<file path="src/rtl/cfg_startup_pkg.sv">
package cfg_startup_pkg;
  typedef enum logic [2:0] {
    ST_CLEAR,
    ST_SAMPLE,
    ST_LOAD,
    ST_RUN,
    ST_FIN
  } su_state_t;

  localparam int unsigned NUM_EVENTS = 3;
  localparam int unsigned EV_DONE = 0;
  localparam int unsigned EV_IO = 1;
  localparam int unsigned EV_GSR = 2;
endpackage

</file>
<file path="src/rtl/su_sync.sv">
module su_sync #(
  parameter int unsigned WIDTH = 1,
  parameter int unsigned STAGES = 2,
  parameter logic [WIDTH-1:0] RST_VAL = '0
) (
  input  logic             clk,
  input  logic             rst_n,
  input  logic [WIDTH-1:0] d_i,
  output logic [WIDTH-1:0] q_o
);
  logic [WIDTH-1:0] chain [STAGES];

  always_ff @(posedge clk or negedge rst_n) begin
    if (!rst_n) begin
      for (int i = 0; i < STAGES; i++) chain[i] <= RST_VAL;
    end else begin
      chain[0] <= d_i;
      for (int i = 1; i < STAGES; i++) chain[i] <= chain[i-1];
    end
  end

  assign q_o = chain[STAGES-1];
endmodule

</file>
<file path="src/rtl/su_tick.sv">
module su_tick #(
  parameter int unsigned SYNC_STAGES = 2
) (
  input  logic clk,
  input  logic rst_n,
  input  logic uclk_i,
  input  logic use_uclk_i,
  output logic tick_o
);
  logic uclk_s, uclk_prev;

  su_sync #(.WIDTH(1), .STAGES(SYNC_STAGES), .RST_VAL(1'b0)) u_usync (
    .clk(clk), .rst_n(rst_n), .d_i(uclk_i), .q_o(uclk_s)
  );

  always_ff @(posedge clk or negedge rst_n) begin
    if (!rst_n) uclk_prev <= 1'b0;
    else        uclk_prev <= uclk_s;
  end

  assign tick_o = use_uclk_i ? (uclk_s & ~uclk_prev) : 1'b1;

  // in user-clock mode two ticks never come back to back
  p_tick_spacing_r8: assert property (@(posedge clk) disable iff (!rst_n)
    (use_uclk_i && tick_o) |=> !(use_uclk_i && tick_o));
endmodule

</file>
<file path="src/rtl/su_event.sv">
module su_event #(
  parameter int unsigned PH_W = 2,
  parameter int unsigned ST_W = 3
) (
  input  logic            clk,
  input  logic            rst_n,
  input  logic            run_i,
  input  logic [ST_W-1:0] stage_i,
  input  logic [PH_W-1:0] sel_i,
  output logic            active_o
);
  assign active_o = run_i && (stage_i > ST_W'(sel_i));

  // a fired event stays fired until start-up is left
  p_event_sticky_r7: assert property (@(posedge clk) disable iff (!rst_n)
    (run_i && active_o) |=> (active_o || !run_i));
endmodule

</file>
<file path="src/rtl/cfg_startup.sv">
module cfg_startup
  import cfg_startup_pkg::*;
#(
  parameter int unsigned NUM_PH = 4,
  parameter int unsigned MODE_W = 3,
  parameter int unsigned SYNC_STAGES = 2,
  localparam int unsigned PH_W = $clog2(NUM_PH),
  localparam int unsigned ST_W = $clog2(NUM_PH + 1)
) (
  input  logic              clk,
  input  logic              rst_n,
  input  logic              prog_n_i,
  input  logic              cfg_done_i,
  input  logic              done_sense_i,
  input  logic              uclk_i,
  input  logic [MODE_W-1:0] mode_sel_i,
  input  logic [PH_W-1:0]   done_sel_i,
  input  logic [PH_W-1:0]   io_sel_i,
  input  logic [PH_W-1:0]   gsr_sel_i,
  input  logic              use_uclk_i,
  input  logic              sync_done_i,
  input  logic              partial_i,
  input  logic              no_gsr_i,
  input  logic              no_tri_i,
  output logic              done_oe_o,
  output logic              io_en_o,
  output logic              gsr_o,
  output logic              mem_clear_o,
  output logic              load_start_o,
  output logic [MODE_W-1:0] mode_o,
  output logic              finished_o
);
  su_state_t        state;
  logic [ST_W-1:0]  stage;
  logic [PH_W-1:0]  sel_q [NUM_EVENTS];
  logic [MODE_W-1:0] mode_q;
  logic use_uclk_q, sync_q;
  logic next_partial, next_nogsr, next_notri;
  logic cur_nogsr, cur_notri;
  logic prog_s, done_s, tick, stall, run;
  logic [NUM_EVENTS-1:0] fired;

  su_sync #(.WIDTH(2), .STAGES(SYNC_STAGES), .RST_VAL(2'b10)) u_psync (
    .clk(clk), .rst_n(rst_n),
    .d_i({prog_n_i, done_sense_i}), .q_o({prog_s, done_s})
  );

  su_tick #(.SYNC_STAGES(SYNC_STAGES)) u_tick (
    .clk(clk), .rst_n(rst_n), .uclk_i(uclk_i),
    .use_uclk_i(use_uclk_q), .tick_o(tick)
  );

  assign run = (state == ST_RUN) || (state == ST_FIN);

  for (genvar ev = 0; ev < NUM_EVENTS; ev++) begin : g_event
    su_event #(.PH_W(PH_W), .ST_W(ST_W)) u_event (
      .clk(clk), .rst_n(rst_n), .run_i(run), .stage_i(stage),
      .sel_i(sel_q[ev]), .active_o(fired[ev])
    );
  end

  assign stall = sync_q && fired[EV_DONE] && !done_s && (state == ST_RUN);

  always_ff @(posedge clk or negedge rst_n) begin
    if (!rst_n) begin
      state        <= ST_CLEAR;
      stage        <= '0;
      mode_q       <= '0;
      use_uclk_q   <= 1'b0;
      sync_q       <= 1'b0;
      next_partial <= 1'b0;
      next_nogsr   <= 1'b0;
      next_notri   <= 1'b0;
      cur_nogsr    <= 1'b0;
      cur_notri    <= 1'b0;
      for (int i = 0; i < NUM_EVENTS; i++) sel_q[i] <= '0;
    end else if (!prog_s) begin
      state     <= ST_CLEAR;
      stage     <= '0;
      cur_nogsr <= next_nogsr;
      cur_notri <= next_notri;
    end else begin
      case (state)
        ST_CLEAR: begin
          mode_q <= mode_sel_i;
          state  <= ST_SAMPLE;
        end
        ST_SAMPLE: state <= ST_LOAD;
        ST_LOAD: begin
          if (cfg_done_i) begin
            state            <= ST_RUN;
            stage            <= '0;
            sel_q[EV_DONE]   <= done_sel_i;
            sel_q[EV_IO]     <= io_sel_i;
            sel_q[EV_GSR]    <= gsr_sel_i;
            use_uclk_q       <= use_uclk_i;
            sync_q           <= sync_done_i;
            next_partial     <= partial_i;
            next_nogsr       <= no_gsr_i;
            next_notri       <= no_tri_i;
          end
        end
        ST_RUN: begin
          if (tick && !stall) begin
            stage <= stage + 1'b1;
            if (stage == ST_W'(NUM_PH - 1)) state <= ST_FIN;
          end
        end
        default: state <= ST_FIN;
      endcase
    end
  end

  assign done_oe_o    = ~fired[EV_DONE];
  assign io_en_o      = cur_notri | fired[EV_IO];
  assign gsr_o        = ~cur_nogsr & ~fired[EV_GSR];
  assign mem_clear_o  = (state == ST_CLEAR) && !next_partial;
  assign load_start_o = (state == ST_SAMPLE);
  assign mode_o       = mode_q;
  assign finished_o   = (state == ST_FIN);

  // a synchronised request wins over every state
  p_prog_priority_r1: assert property (@(posedge clk) disable iff (!rst_n)
    !prog_s |=> (state == ST_CLEAR && !finished_o));
  // load start is a single-cycle pulse
  p_load_pulse_r2: assert property (@(posedge clk) disable iff (!rst_n)
    load_start_o |=> !load_start_o);
  // finished implies DONE is not driven
  p_done_released_r6: assert property (@(posedge clk) disable iff (!rst_n)
    finished_o |-> !done_oe_o);
  // the handshake stall freezes the phase counter
  p_sync_hold_r9: assert property (@(posedge clk) disable iff (!rst_n)
    (stall && prog_s) |=> $stable(stage));
  // the phase counter advances by at most one per cycle
  p_stage_step_r4: assert property (@(posedge clk) disable iff (!rst_n)
    (state == ST_RUN && prog_s) |=>
      (stage == $past(stage) || stage == $past(stage) + 1'b1));
endmodule

</file>
<file path="config.mk">
export PLATFORM = sky130hd
export DESIGN_NAME = cfg_startup
export DESIGN_NICKNAME = d
export VERILOG_FILES = /design/src/rtl/cfg_startup_pkg.sv /design/src/rtl/su_sync.sv /design/src/rtl/su_tick.sv /design/src/rtl/su_event.sv /design/src/rtl/cfg_startup.sv
export SDC_FILE = /design/constraint.sdc
export NUM_CORES = 1
export LEC_CHECK = 0
export BUFFER_PORTS_ARGS = -buffer_cell sky130_fd_sc_hd__buf_2
export CORE_AREA = 2 2 56 58
export CTS_CLUSTER_DIAMETER = 50
export DETAILED_ROUTE_END_ITERATION = 6
export DIE_AREA = 0 0 58 60
export PLACE_DENSITY = 0.71
export SLEW_MARGIN = 20
export SYNTH_ARGS = -nofsm -noshare
export SYNTH_HDL_FRONTEND = slang
export SYNTH_SLANG_ARGS = --single-unit
export TNS_END_PERCENT = 100
</file>
<file path="constraint.sdc">
create_clock -name clk -period 2.5 [get_ports clk]
set_clock_uncertainty 0.2 [all_clocks]
set_input_delay 0 -clock clk [delete_from_list [all_inputs] [get_ports clk]]
set_output_delay 0 -clock clk [all_outputs]
set_load 0.01 [all_outputs]
</file>
==> impl_summary.md, run 1 <==
Finish
The synthesis-to-finish area growth is 29.0%. Fill cells in the final layout number 234. 0 antenna diodes ended up in the layout. The fraction of layout cells with a size suffix above 1 is 0.333. Registers take 728 um^2. Measured on the finished design, the core utilization comes to 0.642. The layout net count is 201. The area of the multi-input gates is 671 um^2.

Setup path
The endpoint identified for the worst register-to-register timing path is state[1]. The startpoint type of the worst setup path is a register. For the worst flop-to-flop path, the logic depth is 5. The critical path required time is 2.30 ns. The peak fanout along the critical path is 6.

The flop-to-flop setup slack is 0.54 ns. The cell with the biggest individual delay on the critical path is dfrtp_1. The path type of the worst setup path is register to primary output. The reg-to-reg critical path startpoint is stage[1]. Among cell families on the critical path, the largest total delay comes from flip-flops.

The buffers plus inverters on the worst setup path is 1. The critical path goes through ha_1, nor2b_1, o21ai_0, a21oi_1, or2_2, buf_2. The endpoint type of the worst setup path is a primary output. The delay of the slowest cell on the worst path is 0.45 ns. The endpoint arrival time on the critical path is 1.87 ns.

GRT
For this run the aggregate overflow at the end of global routing stands at 0. The initial antenna violation count is 0. The combined global-route utilization of all metal layers is 0.179.

The number of global-route vias before repair is 1015. The pin count of the biggest net entering global routing is 30. The first global-routing pass estimated 4470 um of wire.

Drt
The count of nets left with antenna violations once routing finished came out at 0. The number of design rule violations left after detail routing is 0. For this block, the via count after detailed routing is 1101. The via count normalized by instance count is 5.32.

The final routed wirelength across all metal layers is 2660 um. After the first detailed-routing iteration, the DRC count stood at 20. After detailed routing, the average wire length per cell comes to 12.8 um. The iteration count of the initial detailed-routing pass is 4.

Logic synthesis
In this run, synthesis inferred 0 flip-flops with an integrated enable. The portion of synthesized cell area occupied by the leading cell type is 0.468. The dominant cell type by area after synthesis is dfrtp_1. After synthesis, the cell types taking the most area are dfrtp_1, mux2_2, ha_1. The fraction of the yosys area taken by sequential cells is 0.504. Synthesis inferred 29 register bits.

The most numerous cell in the Yosys netlist is dfrtp_1. The most used flip-flop cell after synthesis is dfrtp_1. Counting distinct cell types in the post-synthesis netlist gives 35.

The synthesized netlist net count is 150. The post-synth design cell area is 1450 um^2. Counting every instance in the synthesized netlist gives 122. The average cell area after synthesis is 11.8 um^2.

In the synthesized netlist the async set-or-reset flop fraction comes to 1.00. Sorting the synthesized cells by how often they occur yields dfrtp_1, mux2_2, nand2_1, ha_1, inv_1. The yosys synthesis warning count is 0.

Placement
Routability-driven placement finished with a final weighted congestion of 0.838. The number of port buffers is 28. The wire-length estimate of the detail-placed layout is 1890 um.

Clock tree
The H-tree generated during clock tree synthesis spans 2 levels. The TritonCTS clock tree is yes. After clock tree synthesis, the clock-pin slew on the worst setup and hold paths is 0.10 ns. The clock insertion delay at the later pin of the skew report is 0.33 ns. The number of buffers on the longest clock path is 2. The clock sink count is 29. The tree is rooted in a clkbuf_4. The number of clock buffers added by TritonCTS is 5.

Floorplan
The floorplan step set the die height to 60 um. The core region is 2900 um^2. The floorplan die area is 3480 um^2. The boundary pin count is 29. In this run the horizontal extent of the chip is 58 um.

The floorplan has 20 rows. The starting utilization of the core area is 0.498.

Worst hold path
The type of the tightest min-delay check is input port to async pin.

Power
Cell internal power was estimated by the tool at 0.855 mW. Of the total power, registers draw 0.506. The power share of the clock group is 0.227. In this run the power spent charging and discharging nets is 0.385 mW.

The maximum vdd drop is 0.510 mV. The switching portion of total power is 0.311. Of the total power, combinational logic draws 0.268. In this run the power density over the cells is 665 nW/um^2. Summed over all cells, the static leakage comes to 0.855 nW.

Flow run
The count of maximum capacitance violations is 0.

STA
Static timing analysis puts the maximum clock frequency at 482 MHz. The pin slew with the least headroom to its limit is 0.625 ns. The final hold violation count came to 0.

Of the available clock period, the critical path in the final layout requires 0.829. The final setup violation count is 0. The total count of max-transition violations in the final report was 0. The time the final worst path needs with I/O delays and setup is 2.07 ns. The worst slew slack as a fraction of its limit is 0.583. The setup total negative slack is 0 ns. Setup repair after global routing left no endpoint under its margin.

Status
The run finished with clean final reports.
[power by group through the flow]
| stage | logic [mW] | clock network [mW] | registers, mW |
|---|---|---|---|
| floorplan | 0.231 | 0 | 0.617 |
| global placement | 0.301 | 0 | 0.631 |
| detailed placement | 0.311 | 0 | 0.638 |
| CTS | 0.335 | 0.301 | 0.628 |
| global route | 0.372 | 0.325 | 0.641 |
| finish | 0.332 | 0.281 | 0.627 |
[cell type report]
| cell class | count | share of cell area |
|---|---|---|
| flip-flops and latches | 29 | 0.391 |
| multi-input cells | 82 | 0.360 |
| repair buffers | 48 | 0.181 |
| well taps | 33 | 0.0221 |
| clock buffers | 5 | 0.0201 |
| inverters | 7 | 0.0141 |
| clock inverters | 3 | 0.0121 |
[cells by family after synthesis]
kind of cell               Yosys count  share of synthesized area
and+or+nand+nor                     40                      0.161
DFF                                 29                      0.504
AOI/OAI and AO/OA                   18                      0.109
muxes                               16                      0.125
buffers and inverters               11                     0.0320
adders and majority gates            8                     0.0693
[how the worst max path moves through the flow]
stage | from | to | slack [ns] | cells past startpoint
2_1_floorplan | stage[1] | state[1] | 0.64 | 5
3_5_place_dp | stage[1] | state[1] | 0.56 | 5
6_report | stage[1] | io_en_o | 0.43 | 6
5_1_grt | stage[1] | io_en_o | 0.30 | 6
4_1_cts | stage[1] | io_en_o | 0.39 | 6
3_3_place_gp | stage[1] | state[1] | 0.60 | 5
[repair_timing]
item | 4_1_cts | 5_1_grt
setup endpoints to repair | 0 | 0
setup buffers | 0 | 0
gates resized for setup | 0 | 0
hold buffers | 19 | 0
hold endpoints to repair | 48 | 0
[sequential cells by signal, summed over array words and instances (netlist names)]
name	flops
cur_nogsr	1
state	3
u_tick.u_usync.chain	1
u_tick.u_usync.q_o	1
sync_q	1
cur_notri	1
next_nogsr	1
next_partial	1
u_tick.uclk_prev	1
mode_o	3
next_notri	1
u_psync.chain	2
u_psync.q_o	2
sel_q	6
stage	3
use_uclk_q	1
[worst register-to-register path: cells and delay by family, from the launching register on]
kind | cells | cell delay, ns
adders and majority gates | 1 | 0.32
AOI/OAI and AO/OA | 3 | 0.69
DFF | 1 | 0.45
and+or+nand+nor | 1 | 0.22
[stage by stage]
stage               hold WS [ns]  setup slack (ns)  std cells  area, um^2  power (mW)
CTS                       0.0142             0.387        207        1860        1.26
global route              0.0469             0.303        207        1860        1.34
floorplan                 -0.496             0.635        122        1450       0.847
detailed placement        -0.147             0.560        180        1610       0.948
finish                   0.00923             0.427        207        1860        1.24
global placement          -0.147             0.600        180        1610       0.932
[layer usage]
metal / share of wire / wire (um) / GRT usage / vias up
met2: 0.48 / 1280 / 0.295 / 39
met4: 0.018 / 49 / 0.0797 / 0
met1: 0.44 / 1170 / 0.211 / 519
met5: 0 / 0 / 0 / -
met3: 0.059 / 157 / 0.0649 / 5
li1: - / - / - / 538
[placed cells by master (no fill, tap or decap), types with 3 or more instances in the layout]
cell           count
clkinvlp_4         3
mux2_1             3
dlygate4sd3_1     19
nor3_1             3
ha_1               8
inv_1              7
nor2b_1            4
dfrtp_1           27
clkbuf_4           5
nand2b_1           3
buf_2             28
nor2_1             5
mux2_2            13
o21ai_0            4
nand2_1           11
Power figures use the tool's default switching activity.
==> run 2, diff against run 1 <==
clock period = 2 ns   (was 2.5 ns; I/O delays follow)
==> run 2 against run 1 <==
Total power is 31% higher. Largest power group unchanged. Sequential share of layout area decreased by 2.2 points. Critical path type unchanged. Critical path depth increased by 1.
==> impl_summary.md, run 2 (synthesized netlist as in run 1, its figures left out) <==
Placement
In this run the cell area measured after placement is 1640 um^2. Prior to clock tree synthesis, the placed netlist has a worst setup slack of 0.122 ns. At the end of routability-driven placement, the weighted congestion stood at 0.872. Port buffering added 28 buffers. The final HPWL from detailed placement is 2140 um.

STA
The final hold violation count is 0. The setup total negative slack is 0 ns. In the finished design, the share of the clock period the worst path needs comes to 0.976. For the pin with the worst max-slew slack, the measured transition is 0.639 ns. The top achievable clock speed is 513 MHz. The time the final worst path needs with I/O delays and setup is 1.95 ns.

The total count of max-transition violations in the final report came to 0. The final worst-path setup slack is 0.0489 ns. Setup repair after global routing could not meet its margin everywhere. The final setup violation count is 0. Headroom to the max-slew limit came out at 0.574.

Floorplan
The floorplan step defined a die boundary enclosing 3480 um^2. The die is 60 um tall. The initial utilization of the core area, before any placement, comes to 0.498.

The core region is 2900 um^2. Row generation in the floorplan step produced 20 rows. The die is 58 um wide.

The boundary pin count is 29.

Finish
The layout has 231 filler cells. The register ranked first by flip-flop count is sel_q. 0 antenna diodes ended up in the layout.

The fraction of layout cells with a size suffix above 1 is 0.387. At the end of the flow, the number of nets in the layout was 208. The synthesis-to-finish area growth is 36.8%. The most common library cell in the layout ignoring fill and taps is dfrtp_1. The register with the most flip-flops in the layout has 6 of them. For this run, the share of the core covered by cells in the final layout is 0.681. The library cells used most frequently in the layout, excluding fill and tap cells, are dfrtp_1, buf_2, dlygate4sd3_1, mux2_2, nand2_1. After routing the design area is 1980 um^2.

Setup path
Data on the critical path is required at its endpoint by 1.80 ns. The worst register-to-register path begins at stage[0]. The endpoint type of the worst setup path is a primary output. The setup check on the worst reg-to-reg path leaves a slack of 0.05 ns. The worst reg2reg path endpoint is stage[2]. The peak fanout along the critical path is 3.

The endpoint arrival time on the critical path is 1.75 ns. The depth of the worst register-to-register path is 7. The setup path with the least slack is of type register to primary output.

The startpoint type of the worst setup path is a register.

Worst hold path
The path class of the tightest hold or removal check is input port to async pin.

Clock tree
The TritonCTS clock tree is yes. At the later pin of the worst-skew pair, clock insertion delay measures 0.34 ns. The clock tree synthesis step divided the H-tree into 2 levels. CTS placed an instance of clkbuf_4 at the clock tree root.

The CTS clock-pin slew for the worst setup and hold paths is 0.09 ns. The total CTS buffers is 5. The clock sink count is 29. The number of buffers on the longest clock path is 2.

Status
The run finished with clean final reports.

Power
In this run the power spent charging and discharging nets is 0.503 mW. IR analysis of the VDD net gives a maximum drop of 0.569 mV. The power density of the placed cells is 823 nW/um^2.

The internal power of the cells totals 1.12 mW. Of the total power, combinational logic draws 0.314. In this run the static leakage power is 0.935 nW. Of the total power, the share spent switching nets is 0.309. The power share of the clock group is 0.206. The register share of total power is 0.479.

Drt
The via count normalized by instance count is 5.35. Wires add up to 3040 um. The total number of vias is 1144. The initial detailed-routing violation count is 29. The final routed wire length divided by cell count is 14.2 um. The number of design rule violations left after detail routing is 0. The first detailed-routing pass took 4 iterations. In this run the remaining antenna-violating nets after routing total 0.

GRT
After global routing the overflow that remains totals 0. The combined global-route utilization of all metal layers is 0.201. The first-pass GRT wire length is 5040 um. The number of global-route vias before repair is 1145. The pin count of the biggest net entering global routing is 30.

The initial antenna violation count is 0.

Flow run
The tool flagged a number of max-cap violations equal to 0.
[run 2: changes by cell type in the layout (fill, tap and decap cells not counted), moves of 2 or more]
cell | previous run | this run
or2_2 | 2 | 0
or2_4 | 0 | 2
buf_2 | 28 | 26
o21ai_0 | 4 | 2
clkbuf_1 | 0 | 2
buf_4 | 1 | 7
o21ai_2 | 0 | 2
nor2b_1 | 4 | 2
buf_6 | 0 | 3
clkinvlp_4 | 3 | 0
[run 2: final cells by class]
type                       count  area [um^2]  share of cell area
sequential                    29          728               0.368
multi-input combinational     82          724               0.366
timing repair buffer          55          407               0.206
clock buffer                   7         45.0              0.0228
tap                           33         41.3              0.0209
inverter                       7         26.3              0.0133
clock inverter                 1         5.00             0.00253
[run 2: worst max path at each step]
stage                  start  endpoint  slack, ns  cells after the start
floorplan           stage[1]  state[1]       0.14                      5
global placement    sel_q[5]  state[1]       0.20                      6
detailed placement  sel_q[5]  state[1]       0.12                      6
CTS                 stage[1]   io_en_o       0.01                      7
global route        stage[1]   io_en_o      -0.03                      7
finish              stage[1]   io_en_o       0.05                      7
[run 2: timing repair]
| item | CTS | global route |
|---|---|---|
| pin swaps | 2 | 5 |
| setup buffers | 2 | 1 |
| hold endpoints to repair | 47 | 0 |
| hold buffers | 19 | 0 |
| gates resized for setup | 6 | 10 |
| endpoints found under the setup margin | 2 | 7 |
[run 2: per-layer routing]
layer | global-route usage | up-vias | part of all wire
li1 | - | 552 | -
met1 | 0.247 | 550 | 0.44
met2 | 0.330 | 35 | 0.49
met3 | 0.0584 | 7 | 0.049
met4 | 0.0897 | 0 | 0.020
met5 | 0 | - | 0
[run 2: critical path, stage by stage, from the launching register on]
cell and delay, ns:
dfrtp_1 0.39, buf_6 0.13, ha_4 0.22, nor2b_1 0.13, o21ai_2 0.13, a21oi_2 0.07
or2_4 0.23, buf_6 0.12
[run 2: power by group through the flow]
| stage | combinational, mW | clock (mW) | sequential, mW |
|---|---|---|---|
| 6_report | 0.511 | 0.336 | 0.779 |
| 5_1_grt | 0.564 | 0.370 | 0.797 |
| 4_1_cts | 0.468 | 0.349 | 0.779 |
| 3_5_place_dp | 0.413 | 0 | 0.789 |
| 3_3_place_gp | 0.387 | 0 | 0.782 |
| 2_1_floorplan | 0.288 | 0 | 0.771 |
[run 2: stage by stage]
stage               hold slack (ns)  power (mW)  std cells
floorplan                    -0.496        1.06        122
global placement             -0.147        1.17        184
detailed placement           -0.134        1.20        184
CTS                          0.0347        1.60        213
global route                 0.0470        1.73        214
finish                      0.00599        1.63        214
==> run 3, diff against run 2 <==
clock period = 2.16 ns   (was 2 ns; I/O delays follow)
==> run 3 against run 2 <==
The flow now finishes with violations (negative hold slack). Clock power up 44%. Via count down 0.70%. Flip-flop and latch count unchanged. Non-clock buffer count down 7. Setup slack better by 0.057 ns. Worst hold slack worse by 0.017 ns. Final cell count down 3.3%. Global-route usage down 0.84 points. First-iteration DRC count unchanged. Sequential power down 6.5%.
==> impl_summary.md, run 3 (synthesized netlist as in run 1, its figures left out) <==
Drt
The detailed router finished its first iteration with 29 violations. The final layout contains routed wiring with a total length of 3020 um. The first detailed-routing pass took 6 iterations. The number of nets with antenna violations after routing is 0. Summing over every cut layer, the via total after detailed routing is 1136. The via count normalized by instance count is 5.49. For this run, design rule violations remaining after detail routing come to 0.

After detailed routing, the average wire length per cell comes to 14.6 um.

Setup path
The endpoint arrival time on the critical path is 1.85 ns. The path type of the worst setup path is register to primary output. The startpoint type of the worst setup path is a register. The critical path required time is 1.96 ns. The peak fanout along the critical path is 13. The endpoint type of the worst setup path is a primary output.

GRT
The initial antenna violation count came to 0. The first-pass GRT wire length is 4800 um. Entering global routing, the biggest net connects 30 pins. The number of global-route vias before repair is 1064. The leftover overflow at the end of global routing is 0. The combined global-route utilization of all metal layers is 0.192.

Floorplan
The row count is 20. For this configuration, the core starts out at a cell density of 0.498. The die height is 60 um. The boundary pin count is 29.

The total area inside the core boundary comes to 2900 um^2. The floorplan step defined a die boundary enclosing 3480 um^2. The die is 58 um wide.

STA
Headroom to the max-slew limit came out at 0.580. The worst hold margin is -0.0113 ns. The final setup violation count is 0. The top achievable clock speed is 487 MHz. The total count of max-transition violations in the final report was 0. Dividing the final minimum period by the clock period gives 0.951. The pin slew with the least headroom to its limit is 0.630 ns.

The time the final worst path needs with I/O delays and setup is 2.05 ns. Setup total negative slack on the finished layout was measured at 0 ns. Setup repair after global routing left no endpoint under its margin. The final hold violation count is 8.

Clock tree
Buffers inserted during clock tree synthesis total 5. The clock sink count is 29. Buffers added to address setup during post-CTS repair amount to 0. The number of buffers on the longest clock path is 2.

The TritonCTS clock tree is yes. The tree is rooted in a clkbuf_4. The depth of the CTS H-tree is 2. Clock latency on the worst-skew pair, taken at its later pin, is 0.35 ns. Clock-pin slew was measured on the worst setup and hold paths at 0.10 ns.

Status
The run finished, with violations left. The checks that failed: negative hold slack.

Finish
The top cell types in the final layout, fill and taps aside, are buf_2, dfrtp_1, dlygate4sd3_1, mux2_2, nand2_1. Compared with the post-synthesis result, the final layout area differs by 31.8%. The layout net count is 201. Of the cells placed in the final design, the portion with a size suffix greater than 1 is 0.351. The number of flip-flops in the largest register is 6. The library cell used most frequently in the layout, excluding fill and tap cells, is buf_2. The final design area excluding fillers is 1900 um^2.

0 antenna diodes ended up in the layout. The register ranked first by flip-flop count is sel_q.

Flow run
The count of maximum capacitance violations is 0.

Placement
During placement, the flow inserted port buffers numbering 28. The weighted congestion at the end of routability-driven global placement is 0.818. The HPWL after detailed placement is 2120 um. The cell area after placement is 1620 um^2.

Power
The power density of the placed cells is 848 nW/um^2. The maximum vdd drop is 0.611 mV. The static power due to leakage is 0.874 nW.

Worst hold path
The type of the tightest min-delay check is input port to async pin.
run 3: cell count changes in the layout (fill, tap and decap cells not counted), moves of 2 or more:
| cell | before | now |
|---|---|---|
| buf_2 | 26 | 28 |
| buf_4 | 7 | 2 |
| buf_6 | 3 | 0 |
| clkbuf_1 | 2 | 0 |
| nor2b_1 | 2 | 4 |
| o21ai_0 | 2 | 4 |
| o21ai_2 | 2 | 0 |
| or2_2 | 0 | 2 |
| or2_4 | 2 | 0 |
run 3: worst max-delay path, cell delays in order (launching register included):
cell,delay (ns)
dfrtp_1,0.55
and3b_1,0.32
nor2_1,0.18
a21oi_1,0.06
or2_2,0.26
buf_2,0.14
run 3: path summary, 6_finish.rpt:
check / startpoint / slack, ns / depth (start not counted) / end
max in group asynchronous: rst_n / 1.32 / 2 / stage[1]
min in group clk: cfg_done_i / 0.01 / 4 / state[0]
hold / removal: rst_n / -0.01 / 2 / mode_o[2]
setup / recovery: state[0] / 0.11 / 5 / io_en_o
hold reg to reg: u_tick.u_usync.chain[1] / 0.16 / 0 / u_tick.u_usync.q_o
setup reg to reg: stage[1] / 0.18 / 5 / state[1]
run 3: area by class of cell:
class / instances / area (um^2)
fillers: 216 / 998
flip-flops and latches: 29 / 729
multi-input cells: 82 / 683
repair buffers: 48 / 335
clock buffers: 6 / 51.3
well taps: 33 / 41.3
clock inverters: 2 / 37.5
inverters: 7 / 26.3
run 3: power by group:
part | internal [mW] | switching [mW]
clock | 0.275 | 0.208
combinational | 0.216 | 0.189
sequential | 0.654 | 0.0732
run 3: per-layer routing:
layer,up-vias,part of all wire,GRT usage
met4,0,0.025,0.0997
li1,539,-,-
met5,-,0,0
met1,544,0.44,0.232
met3,11,0.053,0.0649
met2,42,0.48,0.307
run 3: per-stage QoR:
stage	total power, mW	setup WS [ns]	std cells	hold slack [ns]	util
final	1.62	0.106	207	-0.0113	0.656
after global routing	1.70	0.0125	207	0.0336	0.656
after CTS	1.62	0.0543	207	0.00282	0.651
after detailed placement	1.11	0.176	181	-0.143	0.559
after global placement	1.08	0.264	181	-0.150	0.559
after floorplan	0.981	0.295	122	-0.496	-
run 3: repair_timing:
| action | CTS | global route |
|---|---|---|
| hold endpoints to repair | 46 | 0 |
| setup endpoints to repair | 0 | 1 |
| hold buffers | 18 | 0 |
| resized for setup | 0 | 2 |
